<file path="src/rtl/irq_pkg.sv">
package irq_pkg;
  localparam int ADDR_W = 3;

  typedef enum logic [ADDR_W-1:0] {
    SEL_FLAG = 3'd0,
    SEL_EN   = 3'd1,
    SEL_MODE = 3'd2,
    SEL_GEN  = 3'd3,
    SEL_LIVE = 3'd4
  } reg_sel_e;

  // next value of one latched flag: a set event beats a clear
  function automatic logic next_latch(logic cur, logic set_ev, logic clr_ev);
    if (set_ev) return 1'b1;
    if (clr_ev) return 1'b0;
    return cur;
  endfunction

  // rising edge seen against the previous sample
  function automatic logic rise(logic now_v, logic prev_v);
    return now_v & ~prev_v;
  endfunction
endpackage

</file>
<file path="src/rtl/irq_src_cell.sv">
module irq_src_cell (
  input  logic clk,
  input  logic rst_n,
  input  logic src,
  input  logic level_mode,
  input  logic force_set,
  input  logic clr,
  output logic set_evt,
  output logic latch_q,
  output logic rep
);
  import irq_pkg::*;

  logic hist_q;

  assign set_evt = rise(src, hist_q) | force_set;

  always_ff @(posedge clk or negedge rst_n) begin
    if (!rst_n) begin
      hist_q  <= 1'b0;
      latch_q <= 1'b0;
    end else begin
      hist_q  <= src;
      latch_q <= next_latch(latch_q, set_evt, clr);
    end
  end

  assign rep = level_mode ? src : latch_q;
endmodule

</file>
<file path="src/rtl/irq_regfile.sv">
module irq_regfile #(
  parameter int N_SRC = 8
) (
  input  logic                      clk,
  input  logic                      rst_n,
  input  logic                      bus_wr,
  input  logic [irq_pkg::ADDR_W-1:0] bus_addr,
  input  logic [N_SRC-1:0]          bus_wdata,
  input  logic [N_SRC-1:0]          rep_flags,
  input  logic [N_SRC-1:0]          live,
  output logic [N_SRC-1:0]          en_q,
  output logic [N_SRC-1:0]          mode_q,
  output logic [N_SRC-1:0]          force_v,
  output logic [N_SRC-1:0]          clr_v,
  output logic [N_SRC-1:0]          bus_rdata
);
  import irq_pkg::*;

  logic wr_flag, wr_en, wr_mode, wr_gen;

  assign wr_flag = bus_wr && (bus_addr == SEL_FLAG);
  assign wr_en   = bus_wr && (bus_addr == SEL_EN);
  assign wr_mode = bus_wr && (bus_addr == SEL_MODE);
  assign wr_gen  = bus_wr && (bus_addr == SEL_GEN);

  assign clr_v   = wr_flag ? bus_wdata : '0;
  assign force_v = wr_gen  ? bus_wdata : '0;

  always_ff @(posedge clk or negedge rst_n) begin
    if (!rst_n) begin
      en_q   <= '0;
      mode_q <= '0;
    end else begin
      if (wr_en)   en_q   <= bus_wdata;
      if (wr_mode) mode_q <= bus_wdata;
    end
  end

  always_comb begin
    unique case (bus_addr)
      SEL_FLAG: bus_rdata = rep_flags;
      SEL_EN:   bus_rdata = en_q;
      SEL_MODE: bus_rdata = mode_q;
      SEL_LIVE: bus_rdata = live;
      default:  bus_rdata = '0;
    endcase
  end
endmodule

</file>
<file path="src/rtl/irq_pin_drv.sv">
module irq_pin_drv #(
  parameter int N_SRC        = 8,
  parameter bit PIN_ACT_HIGH = 1'b1
) (
  input  logic             clk,
  input  logic             rst_n,
  input  logic [N_SRC-1:0] rep_flags,
  input  logic [N_SRC-1:0] en_q,
  output logic             pin_q,
  output logic             irq_pin
);
  function automatic logic any_pending(logic [N_SRC-1:0] f, logic [N_SRC-1:0] e);
    return |(f & e);
  endfunction

  always_ff @(posedge clk or negedge rst_n) begin
    if (!rst_n) pin_q <= 1'b0;
    else        pin_q <= any_pending(rep_flags, en_q);
  end

  generate
    if (PIN_ACT_HIGH) begin : g_hi
      assign irq_pin = pin_q;
    end else begin : g_lo
      assign irq_pin = ~pin_q;
    end
  endgenerate
endmodule

</file>
<file path="src/rtl/irq_flag_bank.sv">
module irq_flag_bank #(
  parameter int N_SRC        = 8,
  parameter bit PIN_ACT_HIGH = 1'b1
) (
  input  logic                       clk,
  input  logic                       rst_n,
  input  logic [N_SRC-1:0]           src_in,
  input  logic                       bus_wr,
  input  logic [irq_pkg::ADDR_W-1:0] bus_addr,
  input  logic [N_SRC-1:0]           bus_wdata,
  output logic [N_SRC-1:0]           bus_rdata,
  output logic                       irq_pin
);
  logic [N_SRC-1:0] en_q, mode_q, force_v, clr_v;
  logic [N_SRC-1:0] set_evt, latch_q, rep_flags;
  logic             pin_q;

  irq_regfile #(.N_SRC(N_SRC)) u_regs (
    .clk(clk), .rst_n(rst_n), .bus_wr(bus_wr), .bus_addr(bus_addr),
    .bus_wdata(bus_wdata), .rep_flags(rep_flags), .live(src_in),
    .en_q(en_q), .mode_q(mode_q), .force_v(force_v), .clr_v(clr_v),
    .bus_rdata(bus_rdata)
  );

  generate
    for (genvar i = 0; i < N_SRC; i++) begin : g_src
      irq_src_cell u_cell (
        .clk(clk), .rst_n(rst_n), .src(src_in[i]), .level_mode(mode_q[i]),
        .force_set(force_v[i]), .clr(clr_v[i]), .set_evt(set_evt[i]),
        .latch_q(latch_q[i]), .rep(rep_flags[i])
      );
    end
  endgenerate

  irq_pin_drv #(.N_SRC(N_SRC), .PIN_ACT_HIGH(PIN_ACT_HIGH)) u_pin (
    .clk(clk), .rst_n(rst_n), .rep_flags(rep_flags), .en_q(en_q),
    .pin_q(pin_q), .irq_pin(irq_pin)
  );
endmodule

</file>
<file path="config.mk">
export PLATFORM = sky130hd
export DESIGN_NAME = irq_flag_bank
export DESIGN_NICKNAME = d
export VERILOG_FILES = /design/src/rtl/irq_pkg.sv /design/src/rtl/irq_src_cell.sv /design/src/rtl/irq_regfile.sv /design/src/rtl/irq_pin_drv.sv /design/src/rtl/irq_flag_bank.sv
export SDC_FILE = /design/constraint.sdc
export NUM_CORES = 1
export LEC_CHECK = 0
export BUFFER_PORTS_ARGS = -buffer_cell sky130_fd_sc_hd__buf_4
export CORE_MARGIN = 1
export CORE_UTILIZATION = 30
export CTS_CLUSTER_DIAMETER = 200
export DETAILED_ROUTE_END_ITERATION = 10
export PLACE_DENSITY = 0.54
export SYNTH_ARGS = -nofsm -noshare
export SYNTH_HDL_FRONTEND = slang
export SYNTH_SLANG_ARGS = --single-unit
</file>
<file path="constraint.sdc">
create_clock -name clk -period 1.5 [get_ports clk]
set_input_delay 0 -clock clk [delete_from_list [all_inputs] [get_ports clk]]
set_output_delay 0 -clock clk [all_outputs]
set_load 0.03 [all_outputs]
</file>
==> metrics.md <==
| Metric | Value |
|---|---|
| GRT Util Overall | `0.1635` |
| WP data arrival | `1510 ps` |
| Synth async-reset ratio | `1.000` |
| NumNets Final | `236` |
| Post-Syn Instances | `151` |
| Syn-to-layout area delta | `42.91%` |
| Number of flops mapped to enable cells by yosys | `0` |
| Most frequent cell after synthesis | `dfrtp_1` |
| Initial Util | `0.3165` |
| Detailed-route via count | `1472` |
| Synthesized-area fraction occupied by adder cells | `0` |
| Compound-Gate Fraction of Synth Area | `0.1667` |
| Share of cells above drive strength 1 | `0.4651` |
| Post-synth top area share | `0.4681` |
| Pwr dens | `1039 nW/um^2` |
| Period utilization | `1.010` |
| Unrepaired setup endpoints after global routing | `true` |
| GP Congestion | `0.7833` |
| Fin crit period | `1515 ps` |
| FMAX | `660.2 MHz` |
| Top cells by count, synth | `dfrtp_1 (33), nand2_1 (22), mux2_2 (19), nor2b_1 (9), a221o_1 (8)` |
| Tightest Pin Transition | `496.1 ps` |
| Final Power | `2619 uW` |
| Residual DRC count | `0` |
| Drt initial violations | `77` |
| Critical path peak fanout | `2` |
| CP Launch Type | `register` |
| Dpl ws | `140.2 ps` |
| Total CTS buffers | `5` |
| Final Skew | `5.174 ps` |
| Area of the multi-input gates | `962.2 sq um` |
| Largest family of logic cells by synthesized area | `simple AND/OR/NAND/NOR gates` |
| LEAKAGE | `0.001045 uW` |
| FP Rows | `27` |
| Die Span Y | `78.69 um` |
| Worst r2r path cells | `5` |
| Post-synthesis cell type count | `29` |
| Slew Limit Fails | `0` |
| Clock sink count | `33` |
| Reg2reg start | `u_regs.mode_q[5]$_DFFE_PN0P_` |
| Post-Synthesis Cell Area | `1764 sq um` |
| Most common flop cell mapped by yosys | `dfrtp_1` |
| Mux cell area share after synthesis | `0.1638` |
| WL/cell | `16.06 um` |
| Reg2reg end | `u_pin.irq_pin$_DFF_PN0_` |
| Die W | `78.69 um` |
| Via-to-Cell Ratio | `5.129` |
| First-pass GRT wire length | `7679 um` |
| Max Buffers Root-to-Sink | `2` |
| Final setup viols | `2` |
| Drt total wl | `4609 um` |
| Run status | `finished, violations left` |
| Register area share after synthesis | `0.4681` |
| Register bit count reported by yosys | `33` |
| Global-route congestion overflow total | `0` |
| Ant diodes | `0` |
| R2r setup slk | `150 ps` |
| Area contributors post-synth | `dfrtp_1 (47%), mux2_2 (12%), nand2_1 (4.7%)` |
| Leading area contributor after synthesis | `dfrtp_1` |
| Antenna Nets Post-Route | `0` |
| Synthesized area per cell | `11.68 sq um` |
| Post-DP Area | `2079 sq um` |
| Finished Cell Area | `2521 sq um` |
| Drt pass-1 iters | `4` |
| Htree depth | `2` |
| Synthesized Nets | `173` |
| Slew headroom | `0.6690` |
| Sequential cell area | `825.8 sq um` |
| I/O pins | `31` |
| IO Port Bufs | `30` |
| Peak VDD IR | `0.5718 mV` |
| Die area | `6191 sq um` |
| Largest net degree at the start of global routing | `34` |
| CP required | `1500 ps` |
| Synth Area in XOR/XNOR | `0` |
| Clock Tree Root | `clkbuf_8` |
| Critical path capture point type | `output port` |
| Hold Vio Cnt, Final | `0` |
| Setup WS post-layout | `-14.59 ps` |
| CTS tree | `done` |
| HPWL after DPL | `2993 um` |
| Failing checks | `negative setup slack` |
| Initial antenna violation count | `0` |
| Post-Synth Simple-Gate Area | `0.1695` |
| HP Class | `primary input to asynchronous set/reset pin` |
| YS warnings | `0` |
| # Max-Cap Violations | `0` |
| Vias in the first global route | `1547` |
| Clk Latency, worst-skew pair | `280 ps` |
| Core area | `5574 sq um` |
| Critical path class | `register to output port` |
| Clock-pin slew on the worst setup and hold paths | `70 ps` |
| Fill count | `529` |
==> logic make-up (layout without fill, tap and decap cells) <==
logic type / count (synthesis) / after routing
AO/OA/AOI/OAI: 38 / 38
buffers and inverters: 8 / 72
flip-flops: 33 / 33
multiplexers: 24 / 24
AND/OR/NAND/NOR: 48 / 48
==> worst max-delay path: stages, from the launching register on <==
cell	delay (ps)
dfrtp_1	390
or3b_4	380
a21oi_2	120
a2bb2oi_1	160
buf_4	180
==> cell type report <==
cell class / count / share of cell area
Timing Repair Buffer: 64 / 0.2149
Multi-Input combinational cell: 110 / 0.3816
Sequential cell: 33 / 0.3275
Clock inverter: 1 / 0.001985
Tap cell: 72 / 0.03573
Clock buffer: 7 / 0.03821
==> repair_timing <==
| item | in CTS | in global routing |
|---|---|---|
| setup endpoints to repair | 8 | 8 |
| buffers inserted | 9 | 3 |
| gates resized for setup | 19 | 3 |
| hold buffers | 16 | 1 |
| pin swaps | 14 | 4 |
| endpoints found under the hold margin | 63 | 1 |
==> through the flow <==
step           hold WS [ps]  utilization  instances  TNS, ps
5_1_grt               228.4       0.4523        287   -475.6
3_5_place_dp         -24.19       0.3731        250        0
3_3_place_gp         -30.33       0.3731        250        0
2_1_floorplan        -295.6            -        151        0
4_1_cts              -154.3       0.4447        283   -107.5
6_report              200.3       0.4523        287   -24.40
==> cell usage in the layout, fill, tap and decap left out, drive strengths merged, types with 2 or more instances in the layout <==
cell | Yosys | final
and3b | 2 | 2
a2bb2oi | 5 | 5
o32ai | 2 | 2
o21bai | 5 | 5
nor2 | 3 | 3
a21oi | 5 | 5
nor2b | 9 | 9
clkbuf | 2 | 7
dlygate4sd3 | 0 | 17
a22oi | 4 | 4
nor4b | 2 | 2
o21ai | 5 | 5
buf | 6 | 47
mux2 | 24 | 24
dfrtp | 33 | 33
a221o | 8 | 8
or3b | 6 | 6
nand2 | 22 | 22
a221oi | 2 | 2
==> routing by layer <==
metal | wire length [um] | share of wire | global-route usage | vias up
li1 | - | - | - | 692
met4 | 61 | 0.013 | 0.05000 | 0
met3 | 150 | 0.033 | 0.04419 | 8
met2 | 2216 | 0.48 | 0.2609 | 35
met5 | 0 | 0 | 0 | -
met1 | 2180 | 0.47 | 0.2142 | 737
==> report_power, final <==
part	internal [uW]	total (uW)	leakage, uW	switching (uW)
Combinational	456	791	0.000623	334
Sequential	1010	1100	0.000368	88.0
Clock	415	727	0.0000542	312
Total	1880	2620	0.00104	735
==> worst max path at each step <==
stage                                            start      endpoint  depth (start not counted)
after floorplan           u_regs.mode_q[5]$_DFFE_PN0P_  bus_rdata[5]                          3
after global placement    u_regs.mode_q[7]$_DFFE_PN0P_  bus_rdata[7]                          4
after detailed placement  u_regs.mode_q[7]$_DFFE_PN0P_  bus_rdata[7]                          4
after CTS                 u_regs.mode_q[0]$_DFFE_PN0P_  bus_rdata[0]                          4
after global routing      u_regs.mode_q[5]$_DFFE_PN0P_  bus_rdata[5]                          4
final                     u_regs.mode_q[6]$_DFFE_PN0P_  bus_rdata[6]                          4
==> registers in the layout (all words and copies together), names as in the netlist <==
name	cells
g_src.u_cell.hist_q	8
g_src.u_cell.latch_q	8
u_regs.en_q	8
u_regs.mode_q	8
u_pin.irq_pin	1
Note: power is estimated with default switching activity, not from simulation.
